**config.mk**
```make
export PLATFORM = sky130hd
export DESIGN_NAME = mem_ovl_decoder
export DESIGN_NICKNAME = d
export VERILOG_FILES = /design/src/rtl/mem_ovl_pkg.sv /design/src/rtl/mem_ovl_regs.sv /design/src/rtl/mem_ovl_pm_dec.sv /design/src/rtl/mem_ovl_dm_dec.sv /design/src/rtl/mem_ovl_ext_arb.sv /design/src/rtl/mem_ovl_decoder.sv
export SDC_FILE = /design/constraint.sdc
export NUM_CORES = 1
export LEC_CHECK = 0
export BUFFER_PORTS_ARGS = -buffer_cell sky130_fd_sc_hd__clkbuf_2
export CAP_MARGIN = 10
export CORE_AREA = 2 2 53 55
export CTS_CLUSTER_DIAMETER = 30
export DETAILED_ROUTE_END_ITERATION = 16
export DIE_AREA = 0 0 55 57
export HOLD_SLACK_MARGIN = 0.1
export PLACE_DENSITY = 0.9
export SLEW_MARGIN = 30
export SYNTH_ARGS = -nofsm -noshare
export SYNTH_HDL_FRONTEND = slang
export SYNTH_SLANG_ARGS = --single-unit
export TNS_END_PERCENT = 5
```
**constraint.sdc**
```tcl
create_clock -name clk -period 1.6 [get_ports clk]
set_input_delay 0.08 -clock clk [delete_from_list [all_inputs] [get_ports clk]]
set_output_delay 0.08 -clock clk [all_outputs]
set_load 0.05 [all_outputs]
```
**src/rtl/mem_ovl_pkg.sv**
```systemverilog
// Shared constants and route types for the overlay address decoder.
package mem_ovl_pkg;
    localparam int ADDR_W    = 14;
    localparam int WDATA_W   = 4;
    localparam int OVL_W     = 2;
    localparam int OVL_MAX   = 2;
    localparam int MMR_COUNT = 32;

    typedef enum logic [1:0] {
        PM_IDLE = 2'd0,
        PM_INT  = 2'd1,
        PM_EXT  = 2'd2,
        PM_ERR  = 2'd3
    } pm_route_t;

    typedef enum logic [1:0] {
        DM_IDLE = 2'd0,
        DM_INT  = 2'd1,
        DM_MMR  = 2'd2,
        DM_EXT  = 2'd3
    } dm_route_t;
endpackage

```
**src/rtl/mem_ovl_regs.sv**
```systemverilog
// Overlay select registers (program and data).
// Assumes: values above MAX_VAL are rejected; when lock_pm is high only
// a zero may be written to the program register. Synchronous active-low reset.
module mem_ovl_regs #(
    parameter int WDATA_W = 4,
    parameter int OVL_W   = 2,
    parameter int MAX_VAL = 2
) (
    input  logic               clk,
    input  logic               rst_n,
    input  logic               lock_pm,
    input  logic               we,
    input  logic               sel,
    input  logic [WDATA_W-1:0] wdata,
    output logic [OVL_W-1:0]   pm_ovl,
    output logic [OVL_W-1:0]   dm_ovl
);
    localparam int NREG = 2;

    logic [OVL_W-1:0] ovl_q [NREG];
    logic             in_range;

    // Purpose: flag write values inside the legal overlay range
    always_comb begin
        in_range = (wdata <= WDATA_W'(MAX_VAL));
    end

    for (genvar i = 0; i < NREG; i++) begin : g_reg
        logic accept;
        // Purpose: qualify a write for this register, honouring the mode lock
        always_comb begin
            accept = we && (sel == i[0]) && in_range;
            if (i == 0 && lock_pm && (wdata != '0)) accept = 1'b0;
        end
        // Purpose: hold the overlay value, cleared at reset
        always_ff @(posedge clk) begin
            if (!rst_n)      ovl_q[i] <= '0;
            else if (accept) ovl_q[i] <= wdata[OVL_W-1:0];
        end
    end

    assign pm_ovl = ovl_q[0];
    assign dm_ovl = ovl_q[1];
endmodule

```
**src/rtl/mem_ovl_pm_dec.sv**
```systemverilog
// Program-memory route decoder.
// Assumes: the lower half of the space is internal RAM and the upper half
// is the overlay window; an overlay value of 0 leaves the window reserved.
module mem_ovl_pm_dec
    import mem_ovl_pkg::*;
#(
    parameter int AW    = 14,
    parameter int OVL_W = 2
) (
    input  logic             req,
    input  logic [AW-1:0]    addr,
    input  logic [OVL_W-1:0] ovl_eff,
    output pm_route_t        route
);
    // Purpose: pick internal, external or error from the window bit
    always_comb begin
        if (!req)                route = PM_IDLE;
        else if (!addr[AW-1])    route = PM_INT;
        else if (ovl_eff != '0)  route = PM_EXT;
        else                     route = PM_ERR;
    end
endmodule

```
**src/rtl/mem_ovl_dm_dec.sv**
```systemverilog
// Data-memory route decoder.
// Assumes: the top MMR_N words are mapped registers, the rest of the upper
// half is internal RAM, and the lower half is the overlay window.
module mem_ovl_dm_dec
    import mem_ovl_pkg::*;
#(
    parameter int AW    = 14,
    parameter int OVL_W = 2,
    parameter int MMR_N = 32
) (
    input  logic             req,
    input  logic [AW-1:0]    addr,
    input  logic [OVL_W-1:0] ovl,
    output dm_route_t        route
);
    localparam int          MMR_W    = $clog2(MMR_N);
    localparam logic [AW-1:0] MMR_BASE = AW'((1 << AW) - MMR_N);

    logic in_mmr;

    // Purpose: detect the mapped-register block at the top of the space
    always_comb begin
        in_mmr = (addr >= MMR_BASE);
    end

    // Purpose: pick internal RAM, mapped register or external bus
    always_comb begin
        if (!req)               route = DM_IDLE;
        else if (addr[AW-1])    route = in_mmr ? DM_MMR : DM_INT;
        else if (ovl != '0)     route = DM_EXT;
        else                    route = DM_INT;
    end

    logic unused_w;
    assign unused_w = ^MMR_W;
endmodule

```
**src/rtl/mem_ovl_ext_arb.sv**
```systemverilog
// External bus arbiter and address former.
// Assumes: program side always wins; overlay value 2 sets the top bit.
module mem_ovl_ext_arb #(
    parameter int AW    = 14,
    parameter int OVL_W = 2
) (
    input  logic             pm_ext,
    input  logic             pm_we,
    input  logic [AW-1:0]    pm_addr,
    input  logic [OVL_W-1:0] pm_ovl,
    input  logic             dm_ext,
    input  logic             dm_we,
    input  logic [AW-1:0]    dm_addr,
    input  logic [OVL_W-1:0] dm_ovl,
    output logic             ext_sel,
    output logic [AW-1:0]    ext_addr,
    output logic             ext_rd,
    output logic             ext_wr,
    output logic             dm_stall
);
    localparam int WIN_W = AW - 1;

    logic win_we;

    // Purpose: grant the bus, program side first, and form the address
    always_comb begin
        ext_sel  = pm_ext | dm_ext;
        dm_stall = pm_ext & dm_ext;
        if (pm_ext) begin
            ext_addr = {pm_ovl == OVL_W'(2), pm_addr[WIN_W-1:0]};
            win_we   = pm_we;
        end else if (dm_ext) begin
            ext_addr = {dm_ovl == OVL_W'(2), dm_addr[WIN_W-1:0]};
            win_we   = dm_we;
        end else begin
            ext_addr = '0;
            win_we   = 1'b0;
        end
        ext_rd = ext_sel & ~win_we;
        ext_wr = ext_sel &  win_we;
    end
endmodule

```
**src/rtl/mem_ovl_decoder.sv**
```systemverilog
// Memory overlay address decoder top.
// Routes program and data accesses to internal RAM, mapped registers or the
// external bus using two overlay registers. Decoding is combinational from
// the registered overlay values. Synchronous active-low reset.
module mem_ovl_decoder
    import mem_ovl_pkg::*;
#(
    parameter int AW    = mem_ovl_pkg::ADDR_W,
    parameter int WD_W  = mem_ovl_pkg::WDATA_W,
    parameter int OVL_W = mem_ovl_pkg::OVL_W,
    parameter int MMR_N = mem_ovl_pkg::MMR_COUNT
) (
    input  logic               clk,
    input  logic               rst_n,
    input  logic               mode_no_ovl,
    input  logic               reg_we,
    input  logic               reg_sel,
    input  logic [WD_W-1:0]    reg_wdata,
    input  logic               pm_req,
    input  logic               pm_we,
    input  logic [AW-1:0]      pm_addr,
    input  logic               dm_req,
    input  logic               dm_we,
    input  logic [AW-1:0]      dm_addr,
    output logic               pm_int_sel,
    output logic [AW-2:0]      pm_int_addr,
    output logic               dm_int_sel,
    output logic [AW-1:0]      dm_int_addr,
    output logic               dm_mmr_sel,
    output logic [$clog2(MMR_N)-1:0] dm_mmr_idx,
    output logic               ext_sel,
    output logic [AW-1:0]      ext_addr,
    output logic               ext_rd,
    output logic               ext_wr,
    output logic               dm_stall,
    output logic               access_err
);
    localparam int MMR_W = $clog2(MMR_N);

    logic [OVL_W-1:0] ovl_pm;
    logic [OVL_W-1:0] ovl_dm;
    logic [OVL_W-1:0] ovl_pm_eff;
    pm_route_t        pm_route;
    dm_route_t        dm_route;

    mem_ovl_regs #(.WDATA_W(WD_W), .OVL_W(OVL_W), .MAX_VAL(OVL_MAX)) u_regs (
        .clk(clk), .rst_n(rst_n), .lock_pm(mode_no_ovl),
        .we(reg_we), .sel(reg_sel), .wdata(reg_wdata),
        .pm_ovl(ovl_pm), .dm_ovl(ovl_dm)
    );

    // Purpose: force the program overlay off while the mode pin is high
    always_comb begin
        ovl_pm_eff = mode_no_ovl ? '0 : ovl_pm;
    end

    mem_ovl_pm_dec #(.AW(AW), .OVL_W(OVL_W)) u_pm_dec (
        .req(pm_req), .addr(pm_addr), .ovl_eff(ovl_pm_eff), .route(pm_route)
    );

    mem_ovl_dm_dec #(.AW(AW), .OVL_W(OVL_W), .MMR_N(MMR_N)) u_dm_dec (
        .req(dm_req), .addr(dm_addr), .ovl(ovl_dm), .route(dm_route)
    );

    mem_ovl_ext_arb #(.AW(AW), .OVL_W(OVL_W)) u_arb (
        .pm_ext(pm_route == PM_EXT), .pm_we(pm_we), .pm_addr(pm_addr),
        .pm_ovl(ovl_pm_eff),
        .dm_ext(dm_route == DM_EXT), .dm_we(dm_we), .dm_addr(dm_addr),
        .dm_ovl(ovl_dm),
        .ext_sel(ext_sel), .ext_addr(ext_addr), .ext_rd(ext_rd),
        .ext_wr(ext_wr), .dm_stall(dm_stall)
    );

    // Purpose: drive the internal and register-side selects
    always_comb begin
        pm_int_sel  = (pm_route == PM_INT);
        pm_int_addr = pm_addr[AW-2:0];
        access_err  = (pm_route == PM_ERR);
        dm_int_sel  = (dm_route == DM_INT);
        dm_int_addr = dm_addr;
        dm_mmr_sel  = (dm_route == DM_MMR);
        dm_mmr_idx  = dm_addr[MMR_W-1:0];
    end
endmodule

```
==> reports/metrics.csv, run 1 <==
stage,metric,value,unit
cells_and_area,regMostFlops,u_regs.ovl_q,
worst_hold_path,hold_depth,2,
logic_synthesis,synth.net_count,147,
clock_tree,clock-sinks,4,
power,ir_drop,339,uV
routing,ant_nets,0,
placement,placed_area,0.00112,mm2
cells_and_area,n_antenna_cell,0,
sta,post-route-min-period,1.56,ns
power,total_power,0.000783,W
clock_tree,cts-root-buf,clkbuf_4,
routing,vias,1008,
sta,hold_viol,0,
sta,min_period_over_period,0.976,
sta,hold_ws,0.171,ns
clock_tree,cts_made_buffers,3,
placement,portBuffers,94,
logic_synthesis,ys_types,25,
cells_and_area,reg_top3,u_regs.ovl_q: 4 flops,
routing,drt-vias-per-instance,4.87,
logic_synthesis,ys_ff_latch,4,
logic_synthesis,yosysSeqAreaShare,0.144,
die,fp.dieH,57,um
global_route,grt_usage,0.133,
die,dieArea,0.00314,mm2
clock_tree,cts_tree,done,
logic_synthesis,yosys_warnings,0,
job,cap_violations,0,
routing,post-route-drc-count,0,
critical_path,cp_max_fo,15,
logic_synthesis,avgSynthCellArea,7.85,um2
worst_hold_path,hp-start,rst_n,
logic_synthesis,syn-cell-area,832,um2
critical_path,crit_type,reg2out,
cells_and_area,stdcell_area,0.00126,mm2
die,io_pins,95,
cells_and_area,area_delta_synth_final,52.0,%
clock_tree,cts_buffer_depth,2,
routing,wl,2.40,mm
cells_and_area,drive_gt1_frac,0.722,
clock_tree,htree_levels,1,
worst_hold_path,hold_class,in2reg,
global_route,grt_pass1_vias,811,
logic_synthesis,syn_inst,106,
die,die_x,55,um
critical_path,crit_path_end_kind,output pin,
worst_hold_path,timing.hold.worst_endpoint,u_regs.ovl_q[1][0]$_SDFFCE_PN0P_,
critical_path,cp.required,1.52,ns
clock_tree,postCtsHoldBufs,0,
global_route,gr-total-overflow,0,
power,p_leak,0.670,nW
sta,max_freq,0.640,GHz
sta,slew_violations,0,
cells_and_area,largest_reg_flops,4,
routing,drtIter0Drc,8,
critical_path,startpoint_type,flip-flop,
placement,dp_hpwl,1.93,mm
power,p_per_area,619,mW/mm2
placement,dp_cells,200,
routing,drtPass1Iterations,4,
global_route,grt_start_max_net_pins,18,
sta,tightest_slew,0.289,ns
cells_and_area,final_net_count,219,
sta,rsz0062_at_grt,true,
clock_tree,clkTransAtPathRegs,0.04,ns
global_route,antenna_found_initial,0,
cells_and_area,finalNonFillerCells,207,
sta,finalSetupViolations,0,
placement,gp_congestion,0.633,
die,rows,19,
die,start_util,0.318,
global_route,grt_pass1_wl,3.17,mm
sta,maxSlewHeadroom,0.805,
die,core,0.00262,mm2
outcome,status,"complete, no violations",
routing,avgRoutedWirePerCell,11.6,um
critical_path,cp.arrival,1.48,ns
## stage by stage
stage / setup TNS [ns] / setup WS (ns) / utilization
2_1_floorplan: 0 / 0.0263 / -
4_1_cts: 0 / 0.00118 / 0.451
5_1_grt: -0.0196 / -0.0166 / 0.484
6_report: 0 / 0.0381 / 0.484
3_5_place_dp: -2.38 / -0.170 / 0.428
3_3_place_gp: -2.17 / -0.157 / 0.428
## synthesized netlist by cell type, drive strengths merged
master / number / area share
a21oi: 2 / 0.012
a31o: 15 / 0.16
and2: 1 / 0.0075
and3b: 1 / 0.011
buf: 36 / 0.31
edfxtp: 4 / 0.14
inv: 1 / 0.0045
maj3: 1 / 0.012
nand2: 6 / 0.027
nand3: 1 / 0.0060
nand3b: 1 / 0.0090
nand4: 2 / 0.015
nor2: 7 / 0.032
nor2b: 1 / 0.0075
nor3: 4 / 0.024
nor3b: 15 / 0.14
nor4bb: 1 / 0.012
o211a: 1 / 0.012
o21ai: 3 / 0.023
or2: 1 / 0.0075
or3b: 1 / 0.011
or4b: 1 / 0.012
## how the worst max path moves through the flow
stage	start	endpoint	slack (ns)	cells past startpoint
3_3_place_gp	u_regs.ovl_q[1][0]$_SDFFCE_PN0P_	ext_addr[4]	-0.16	4
6_report	u_regs.ovl_q[1][0]$_SDFFCE_PN0P_	ext_addr[0]	0.04	5
3_5_place_dp	u_regs.ovl_q[1][0]$_SDFFCE_PN0P_	ext_addr[0]	-0.17	4
4_1_cts	u_regs.ovl_q[1][0]$_SDFFCE_PN0P_	ext_addr[7]	0.001	5
2_1_floorplan	u_regs.ovl_q[1][0]$_SDFFCE_PN0P_	dm_stall	0.03	3
5_1_grt	u_regs.ovl_q[0][0]$_SDFFCE_PN0P_	ext_addr[0]	-0.02	5
## per-layer routing
metal / wire length, um / GRT usage / share of wire
met1: 830 / 0.127 / 0.35
met2: 1300 / 0.262 / 0.54
met3: 243 / 0.0236 / 0.10
met4: 24 / 0.0523 / 0.010
met5: 0 / 0 / 0
## layout by cell type, fill, tap and decap left out, drive strengths merged, types with 2 or more instances in the layout
cell    count
edfxtp      4
nor3        4
a21oi       2
a31o       15
o21ai       3
clkbuf     80
nand4       2
buf        26
nand2       6
nor2        7
nor3b      15
## area by class of cell
class | count | area, um2
Inverter | 1 | 3.75
Fill cell | 264 | 1350
Tap cell | 31 | 38.8
Sequential cell | 4 | 120
Multi-Input combinational cell | 65 | 472
Timing Repair Buffer | 103 | 608
Clock buffer | 3 | 22.5
## kinds of logic (layout without fill, tap and decap cells)
group | count (synthesis) | after routing | synth area share
fa+ha+maj | 1 | 1 | 0.0120
buf+inv | 37 | 107 | 0.317
flops | 4 | 4 | 0.144
compound gates | 21 | 21 | 0.205
simple gates | 43 | 43 | 0.322
## critical path, cell delays in order, from the launching register on
cell and delay, ns:
edfxtp_1 0.42, nor2_4 0.16, nor3b_4 0.06, buf_12 0.14, a31o_2 0.24, clkbuf_4 0.21
## repair_timing
action,CTS,global route
pin swaps,1,0
gates resized for setup,6,53
cloned,0,1
endpoints found under the setup margin,16,17
setup buffers,1,2
## report_power, final
| part | total (W) | internal [W] | switching (W) |
|---|---|---|---|
| Sequential | 0.000131 | 0.000123 | 0.00000778 |
| Combinational | 0.000524 | 0.000160 | 0.000364 |
| Clock | 0.000129 | 0.0000841 | 0.0000447 |
(Power assumes the default switching activity.)
==> inputs of run 2 (changes only) <==
--- a/config.mk
+++ b/config.mk
@@ -5,14 +5,14 @@
 export SDC_FILE = /design/constraint.sdc
 export NUM_CORES = 1
 export LEC_CHECK = 0
-export BUFFER_PORTS_ARGS = -buffer_cell sky130_fd_sc_hd__clkbuf_2
-export CAP_MARGIN = 10
-export CORE_AREA = 2 2 53 55
+export CAP_MARGIN = 0
+export CORE_AREA = 2 2 42 44
 export CTS_CLUSTER_DIAMETER = 30
 export DETAILED_ROUTE_END_ITERATION = 16
-export DIE_AREA = 0 0 55 57
+export DIE_AREA = 0 0 44 46
+export DONT_BUFFER_PORTS = 1
 export HOLD_SLACK_MARGIN = 0.1
-export PLACE_DENSITY = 0.9
+export PLACE_DENSITY = 0.81
 export SLEW_MARGIN = 30
 export SYNTH_ARGS = -nofsm -noshare
 export SYNTH_HDL_FRONTEND = slang
==> run 2 against run 1 <==
Worst hold slack got worse by 0.075 ns. Critical path depth fell by 1. Routed wire length fell by 23%. Final cell count fell by 49%. Maximum frequency rose by 2.2%. First-iteration DRC count rose by 50%. Die area fell by 35%. Clock power barely moved. Largest cell class is now multi-input gates. Setup slack improved by 0.034 ns. Global-route usage rose by 3.8 points.
==> reports/metrics.csv, run 2 (same netlist as run 1, synthesis figures left out) <==
stage,metric,value,unit,change
cells_and_area,area_delta_synth_final,-9.77,%,
routing,avgRoutedWirePerCell,17.5,um,+51%
worst_hold_path,timing.hold.worst_endpoint,u_regs.ovl_q[1][0]$_SDFFCE_PN0P_,,
routing,wl_met2,1.05,mm,-19%
cells_and_area,largest_reg_flops,4,,unchanged
sta,post-route-min-period,1.53,ns,-0.0336 ns
global_route,grt_pass1_vias,688,,-15%
placement,place_ws,0.285,ns,+0.455 ns
routing,ant_nets,0,,unchanged
worst_hold_path,hp-start,reg_wdata[0],,
critical_path,crit_path_end_kind,output pin,,
global_route,grt_start_max_net_pins,16,,-2
clock_tree,cts_tree,done,,
global_route,grt_usage,0.171,,+0.0379
cells_and_area,drive_gt1_frac,0.386,,-0.335
die,dieArea,0.00202,mm2,-35%
cells_and_area,mostFrequentLayoutCell,a31o_2,,
critical_path,cp.arrival,1.45,ns,-0.03 ns
clock_tree,cts_buffer_depth,2,,unchanged
die,rows,15,,-4
power,p_int,0.000278,W,-24%
routing,drt-vias-per-instance,6.71,,+38%
sta,slew_violations,0,,unchanged
die,fp.dieH,46,um,-19%
job,cap_violations,0,,unchanged
routing,post-route-drc-count,0,,unchanged
clock_tree,clock-sinks,4,,unchanged
routing,vias,705,,-30%
sta,timing.final.ws_setup,0.0717,ns,+0.0336 ns
sta,maxSlewHeadroom,0.669,,-0.136
clock_tree,cts-root-buf,clkbuf_4,,
clock_tree,cts_made_buffers,3,,unchanged
placement,portBuffers,0,,-100%
critical_path,cp.required,1.52,ns,about the same
die,io_pins,95,,unchanged
cells_and_area,regMostFlops,u_regs.ovl_q,,
die,core,0.00161,mm2,-38%
power,p_leak,0.280,nW,-58%
routing,drt-met1-wl,609,um,-27%
critical_path,crit_type,reg2out,,
die,die_x,44,um,-20%
sta,fin_setup_tns,0,ns,unchanged
power,total_power,0.000484,W,-38%
placement,dp_hpwl,1.44,mm,-25%
clock_tree,clkTransAtPathRegs,0.04,ns,about the same
cells_and_area,fill_cells,152,,-42%
clock_tree,postCtsSetupBuffers,0,,-1
global_route,gr-total-overflow,0,,unchanged
power,p_sw,0.000206,W,-51%
die,start_util,0.516,,+0.197
cells_and_area,n_antenna_cell,0,,unchanged
global_route,antenna_found_initial,0,,unchanged
global_route,grt_pass1_wl,2.55,mm,-20%
sta,finalSetupViolations,0,,unchanged
cells_and_area,layout_common_cells,"15 x a31o_2, 14 x nor3b_1, 11 x buf_4",,
routing,drtIter0Drc,12,,+4
placement,gp_congestion,0.785,,+24%
sta,max_freq,0.654,GHz,+2.2%
worst_hold_path,hold_class,in2reg,,
power,combPwrFrac,0.470,,-0.199
power,seqPwrFrac,0.265,,+0.098
sta,hold_viol,0,,unchanged
power,ir_drop,345,uV,+1.7%
critical_path,startpoint_type,flip-flop,,
power,switching_share,0.426,,-0.106
routing,highest_layer,met4,,
outcome,status,"complete, no violations",,
cells_and_area,final_net_count,131,,-40%
clock_tree,htree_levels,1,,unchanged
cells_and_area,reg_top3,u_regs.ovl_q: 4 flops,,
routing,drtPass1Iterations,3,,-1
sta,rsz0062_at_grt,false,,
sta,min_period_over_period,0.955,,-0.0210
routing,dr_wl_met3,156,um,-36%
power,pwr-share-clk,0.265,,+0.101
critical_path,cp_max_fo,15,,unchanged
power,p_per_area,644,mW/mm2,+4.0%
worst_hold_path,hold_depth,2,,unchanged
routing,wl,1.84,mm,-23%
sta,tightest_slew,0.500,ns,+0.211 ns
[run 2: changes by cell type in the layout (fill, tap and decap cells not counted)]
cell           change
clkbuf_2          -76
buf_6              -4
nor2_4             -2
clkbuf_4           -1
buf_4              -9
buf_2              -1
dlygate4sd3_1      +3
nor3b_4            -1
nor3b_2            +1
nor2_1             +2
[run 2: area by class of cell]
cell class	count	area [um2]	share of cell area
inverters	1	3.75	0.00500
well taps	17	21.3	0.0283
clock buffers	3	22.5	0.0300
flip-flops and latches	4	120	0.160
multi-input cells	65	450	0.600
repair buffers	15	133	0.177
[run 2: power groups by stage]
stage / logic (W) / clock network, W / registers (W)
finish: 0.000227 / 0.000128 / 0.000128
global route: 0.000238 / 0.000133 / 0.000129
CTS: 0.000228 / 0.000129 / 0.000127
floorplan: 0.000400 / 0 / 0.000128
detailed placement: 0.000221 / 0 / 0.000129
global placement: 0.000218 / 0 / 0.000128
[run 2: how the worst max path moves through the flow]
stage                                                 from  slack [ns]           end  cells after the start
after global placement    u_regs.ovl_q[0][0]$_SDFFCE_PN0P_        0.36  ext_addr[10]                      4
after floorplan           u_regs.ovl_q[1][0]$_SDFFCE_PN0P_        0.03      dm_stall                      3
final                     u_regs.ovl_q[1][0]$_SDFFCE_PN0P_        0.07        ext_rd                      4
after detailed placement  u_regs.ovl_q[1][0]$_SDFFCE_PN0P_        0.29        ext_rd                      4
after CTS                 u_regs.ovl_q[1][0]$_SDFFCE_PN0P_        0.03        ext_rd                      4
after global routing      u_regs.ovl_q[0][0]$_SDFFCE_PN0P_       0.007        ext_wr                      4
[run 2: worst max-delay path, cell delays in order, from the launching register on]
cell      delay [ns]
edfxtp_1        0.40
nor2_2          0.18
nor3b_2         0.06
buf_4           0.18
a31o_2          0.37
[run 2: layer usage]
layer / vias up / GRT usage
li1: 321 / -
met1: 333 / 0.150
met2: 46 / 0.347
met3: 5 / 0.0357
met4: 0 / 0.103
met5: - / 0
[run 2: timing repair]
| item | 4_1_cts | 5_1_grt |
|---|---|---|
| hold buffers | 3 | 0 |
| endpoints found under the hold margin | 8 | 0 |
| setup endpoints to repair | 0 | 15 |
| resized for setup | 0 | 1 |
[run 2: through the flow]
step           utilization  hold slack (ns)  area (um2)  instances
2_1_floorplan            -            0.274         832        106
3_3_place_gp         0.431            0.160         696         99
3_5_place_dp         0.431            0.160         696         99
4_1_cts              0.464            0.103         748        105
5_1_grt              0.465            0.117         751        105
6_report             0.465           0.0960         751        105
==> inputs of run 3 (changes only) <==
--- a/config.mk
+++ b/config.mk
@@ -5,6 +5,7 @@
 export SDC_FILE = /design/constraint.sdc
 export NUM_CORES = 1
 export LEC_CHECK = 0
+export ABC_AREA = 1
 export CAP_MARGIN = 0
 export CORE_AREA = 2 2 42 44
 export CTS_CLUSTER_DIAMETER = 30
@@ -12,7 +13,7 @@
 export DIE_AREA = 0 0 44 46
 export DONT_BUFFER_PORTS = 1
 export HOLD_SLACK_MARGIN = 0.1
-export PLACE_DENSITY = 0.81
+export PLACE_DENSITY = 0.79
 export SLEW_MARGIN = 30
 export SYNTH_ARGS = -nofsm -noshare
 export SYNTH_HDL_FRONTEND = slang
==> run 3 against run 2 <==
Critical path depth is 1 higher. Routed wire length is 0.54% lower. Setup slack worse by 0.019 ns. Non-clock buffer count is 10 higher. Power is 2.9% higher. Area after synthesis is 3.3% lower. Critical path type unchanged. Final cell count is 41% higher. First-iteration DRC count is 8.3% higher. Count of clock-buffer cells in the layout stayed put. Sequential share of layout area is 1.5 points lower. Clock power is 5% lower. Worst hold slack better by 0.013 ns.
==> reports/metrics.csv, run 3 <==
stage,metric,value,unit,change
logic_synthesis,synth.net_count,178,,+21%
routing,ant_nets,0,,unchanged
outcome,status,"complete, no violations",,
routing,drtIter0Drc,13,,+1
clock_tree,cts_tree,done,,
die,die_x,44,um,unchanged
sta,rsz0062_at_grt,true,,
global_route,grt_usage,0.164,,-0.00688
sta,max_freq,0.646,GHz,-1.2%
logic_synthesis,synth-xor-area-share,0,,unchanged
logic_synthesis,synth-adder-area-share,0,,-0.0120
worst_hold_path,hold_depth,2,,unchanged
routing,drt-vias-per-instance,5.38,,-20%
power,p_sw,0.000217,W,+5.2%
die,rows,15,,unchanged
logic_synthesis,avgSynthCellArea,5.87,um2,-25%
logic_synthesis,synthArstFlopShare,0,,unchanged
critical_path,cp.arrival,1.47,ns,+0.02 ns
power,pwr-share-clk,0.244,,-0.021
clock_tree,clkTransAtPathRegs,0.03,ns,about the same
sta,tightest_slew,0.308,ns,-0.192 ns
cells_and_area,regMostFlops,u_regs.ovl_q,,
power,ir_drop,366,uV,+6.2%
critical_path,cp_max_fo,9,,-6
logic_synthesis,post-synth-top-count-cell,nand2_1,,
global_route,grt_pass1_wl,2.47,mm,-3.0%
cells_and_area,drive_gt1_frac,0.267,,-0.119
placement,portBuffers,0,,unchanged
logic_synthesis,synth_top_family_by_area,buffers and inverters,,
clock_tree,cts_buffer_depth,2,,unchanged
global_route,antenna_found_initial,0,,unchanged
power,switching_share,0.435,,+0.00933
cells_and_area,area_delta_synth_final,2.95,%,
critical_path,startpoint_type,flip-flop,,
cells_and_area,fill_cells,159,,+4.6%
critical_path,path_cells,nor2_1 > nor2_2 > nand3_2 > o21ai_1 > buf_4,,
logic_synthesis,yosysTopAreaCell,buf_4,,
routing,drtPass1Iterations,4,,+1
global_route,grt_pass1_vias,644,,-6.4%
cells_and_area,reg_top3,u_regs.ovl_q: 4 flops,,
sta,maxSlewHeadroom,0.792,,+0.123
die,start_util,0.498,,-0.0171
power,seqPwrFrac,0.254,,-0.011
placement,dp_hpwl,1.38,mm,-4.3%
clock_tree,cts-root-buf,clkbuf_4,,
cells_and_area,layout_common_cells,"43 x nand2_1, 21 x buf_4, 17 x nor2_1",,
sta,min_period_over_period,0.967,,+0.0121
clock_tree,cts_made_buffers,3,,unchanged
cells_and_area,largest_reg_flops,4,,unchanged
die,fp.dieH,46,um,unchanged
critical_path,crit_type,reg2out,,
logic_synthesis,synth.top_cell.area_share,0.299,,+0.00988
logic_synthesis,synthSimpleGateAreaFrac,0.344,,+0.0219
die,dieArea,0.00202,mm2,unchanged
global_route,gr-total-overflow,0,,unchanged
cells_and_area,multi_input_area,413,um2,-8.3%
sta,post-route-min-period,1.55,ns,+0.0193 ns
critical_path,critPathBufInv,1,,unchanged
clock_tree,htree_levels,1,,unchanged
logic_synthesis,ys.flop_type,edfxtp_1,,
sta,slew_violations,0,,unchanged
cells_and_area,final_net_count,174,,+33%
logic_synthesis,ys_types,16,,-36%
cells_and_area,mostFrequentLayoutCell,nand2_1,,
power,p_per_area,601,mW/mm2,-6.7%
logic_synthesis,yosys_warnings,0,,unchanged
power,p_int,0.000281,W,+1.3%
routing,vias,796,,+13%
sta,hold_viol,0,,unchanged
worst_hold_path,timing.hold.worst_endpoint,u_regs.ovl_q[1][1]$_SDFFCE_PN0P_,,
cells_and_area,seq_area,120,um2,unchanged
logic_synthesis,syn_inst,137,,+29%
placement,gp_congestion,0.777,,-1.0%
clock_tree,clock-sinks,4,,unchanged
critical_path,crit_path_end_kind,output pin,,
routing,post-route-drc-count,0,,unchanged
sta,finalSetupViolations,0,,unchanged
logic_synthesis,ys_ff_latch,4,,unchanged
cells_and_area,n_antenna_cell,0,,unchanged
critical_path,cp.required,1.52,ns,about the same
logic_synthesis,synth-edff-count,4,,unchanged
die,io_pins,95,,unchanged
logic_synthesis,yosysSeqAreaShare,0.149,,+0.00494
power,total_power,0.000498,W,+2.9%
logic_synthesis,syn-cell-area,805,um2,-3.3%
critical_path,critPathMaxStageDelay,0.33,ns,-0.07 ns
job,cap_violations,0,,unchanged
worst_hold_path,hold_class,in2reg,,
global_route,grt_start_max_net_pins,19,,+3
logic_synthesis,synth_mux_area_frac,0,,unchanged
power,p_leak,0.429,nW,+53%
critical_path,path_delay_family,simple AND/OR/NAND/NOR gates,,
logic_synthesis,synth_compound_area_frac,0.123,,-0.0816
critical_path,cp_slowest_cell,edfxtp_1,,
power,combPwrFrac,0.502,,+0.032
routing,wl,1.83,mm,-0.54%
worst_hold_path,hp-start,reg_wdata[1],,
logic_synthesis,synth_top_cells_by_count,"43 x nand2_1, 32 x buf_4, 18 x nor2_1",,
routing,avgRoutedWirePerCell,12.4,um,-29%
cells_and_area,final_util,0.513,,+0.0481
die,core,0.00161,mm2,unchanged
logic_synthesis,netlist_top_cells_area,"buf_4 30%, nand2_1 20%, edfxtp_1 15%, nor2_1 8.4%, o21ai_0 6.2%",,
-- run 3: cell count changes after synthesis, moves of 7 or more --
cell,change
nor3b_1,-14
nor2_1,+11
inv_1,+9
a31o_2,-15
o21ai_0,+8
o21ai_1,+7
nand2_1,+37
-- run 3: repair_timing --
| item | in CTS | in global routing |
|---|---|---|
| pin swaps | 1 | 3 |
| setup endpoints to repair | 16 | 16 |
| hold endpoints to repair | 6 | 0 |
| gates cloned | 0 | 1 |
| hold buffers | 1 | 0 |
| buffers inserted | 1 | 1 |
| resized for setup | 2 | 6 |
-- run 3: logic make-up after synthesis --
family,after synthesis
buf+inv,46
simple gates,68
flops,4
compound gates,19
-- run 3: layout make-up --
class / instances / area share
Timing Repair Buffer: 25 / 0.254
Inverter: 11 / 0.0498
Multi-Input combinational cell: 88 / 0.498
Sequential cell: 4 / 0.145
Tap cell: 17 / 0.0257
Clock buffer: 3 / 0.0272
-- run 3: worst max-delay path by stage --
stage | startpoint | cells after the start | end | slack [ns]
after floorplan | u_regs.ovl_q[0][0]$_SDFFCE_PN0P_ | 5 | ext_addr[0] | -0.35
after global placement | u_regs.ovl_q[0][0]$_SDFFCE_PN0P_ | 6 | ext_rd | 0.22
after detailed placement | u_regs.ovl_q[0][0]$_SDFFCE_PN0P_ | 6 | ext_rd | 0.19
after CTS | u_regs.ovl_q[0][1]$_SDFFCE_PN0P_ | 7 | ext_rd | 0.0001
after global routing | u_regs.ovl_q[0][0]$_SDFFCE_PN0P_ | 6 | ext_wr | -0.02
final | u_regs.ovl_q[1][0]$_SDFFCE_PN0P_ | 5 | ext_addr[13] | 0.05
-- run 3: per-layer routing --
layer / vias to the layer above / global-route usage / part of all wire
met1: 352 / 0.150 / 0.34
li1: 385 / - / -
met4: 0 / 0.0788 / 0.019
met3: 5 / 0.0476 / 0.10
met2: 54 / 0.326 / 0.54
met5: - / 0 / 0
-- run 3: per-stage QoR --
stage | hold slack [ns] | setup slack, ns | std cells | setup TNS [ns] | area, um2
2_1_floorplan | 0.280 | -0.353 | 137 | -3.16 | 805
3_3_place_gp | 0.160 | 0.223 | 141 | 0 | 723
3_5_place_dp | 0.160 | 0.193 | 141 | 0 | 723
4_1_cts | 0.101 | 0.000119 | 146 | 0 | 776
5_1_grt | 0.132 | -0.0248 | 148 | -0.161 | 828
6_report | 0.109 | 0.0524 | 148 | 0 | 828
-- run 3: power groups by stage --
| stage | combinational, W | sequential (W) | clock (W) |
|---|---|---|---|
| 2_1_floorplan | 0.000393 | 0.000127 | 0 |
| 3_3_place_gp | 0.000225 | 0.000127 | 0 |
| 3_5_place_dp | 0.000229 | 0.000128 | 0 |
| 4_1_cts | 0.000237 | 0.000126 | 0.000125 |
| 5_1_grt | 0.000266 | 0.000127 | 0.000131 |
| 6_report | 0.000250 | 0.000126 | 0.000121 |
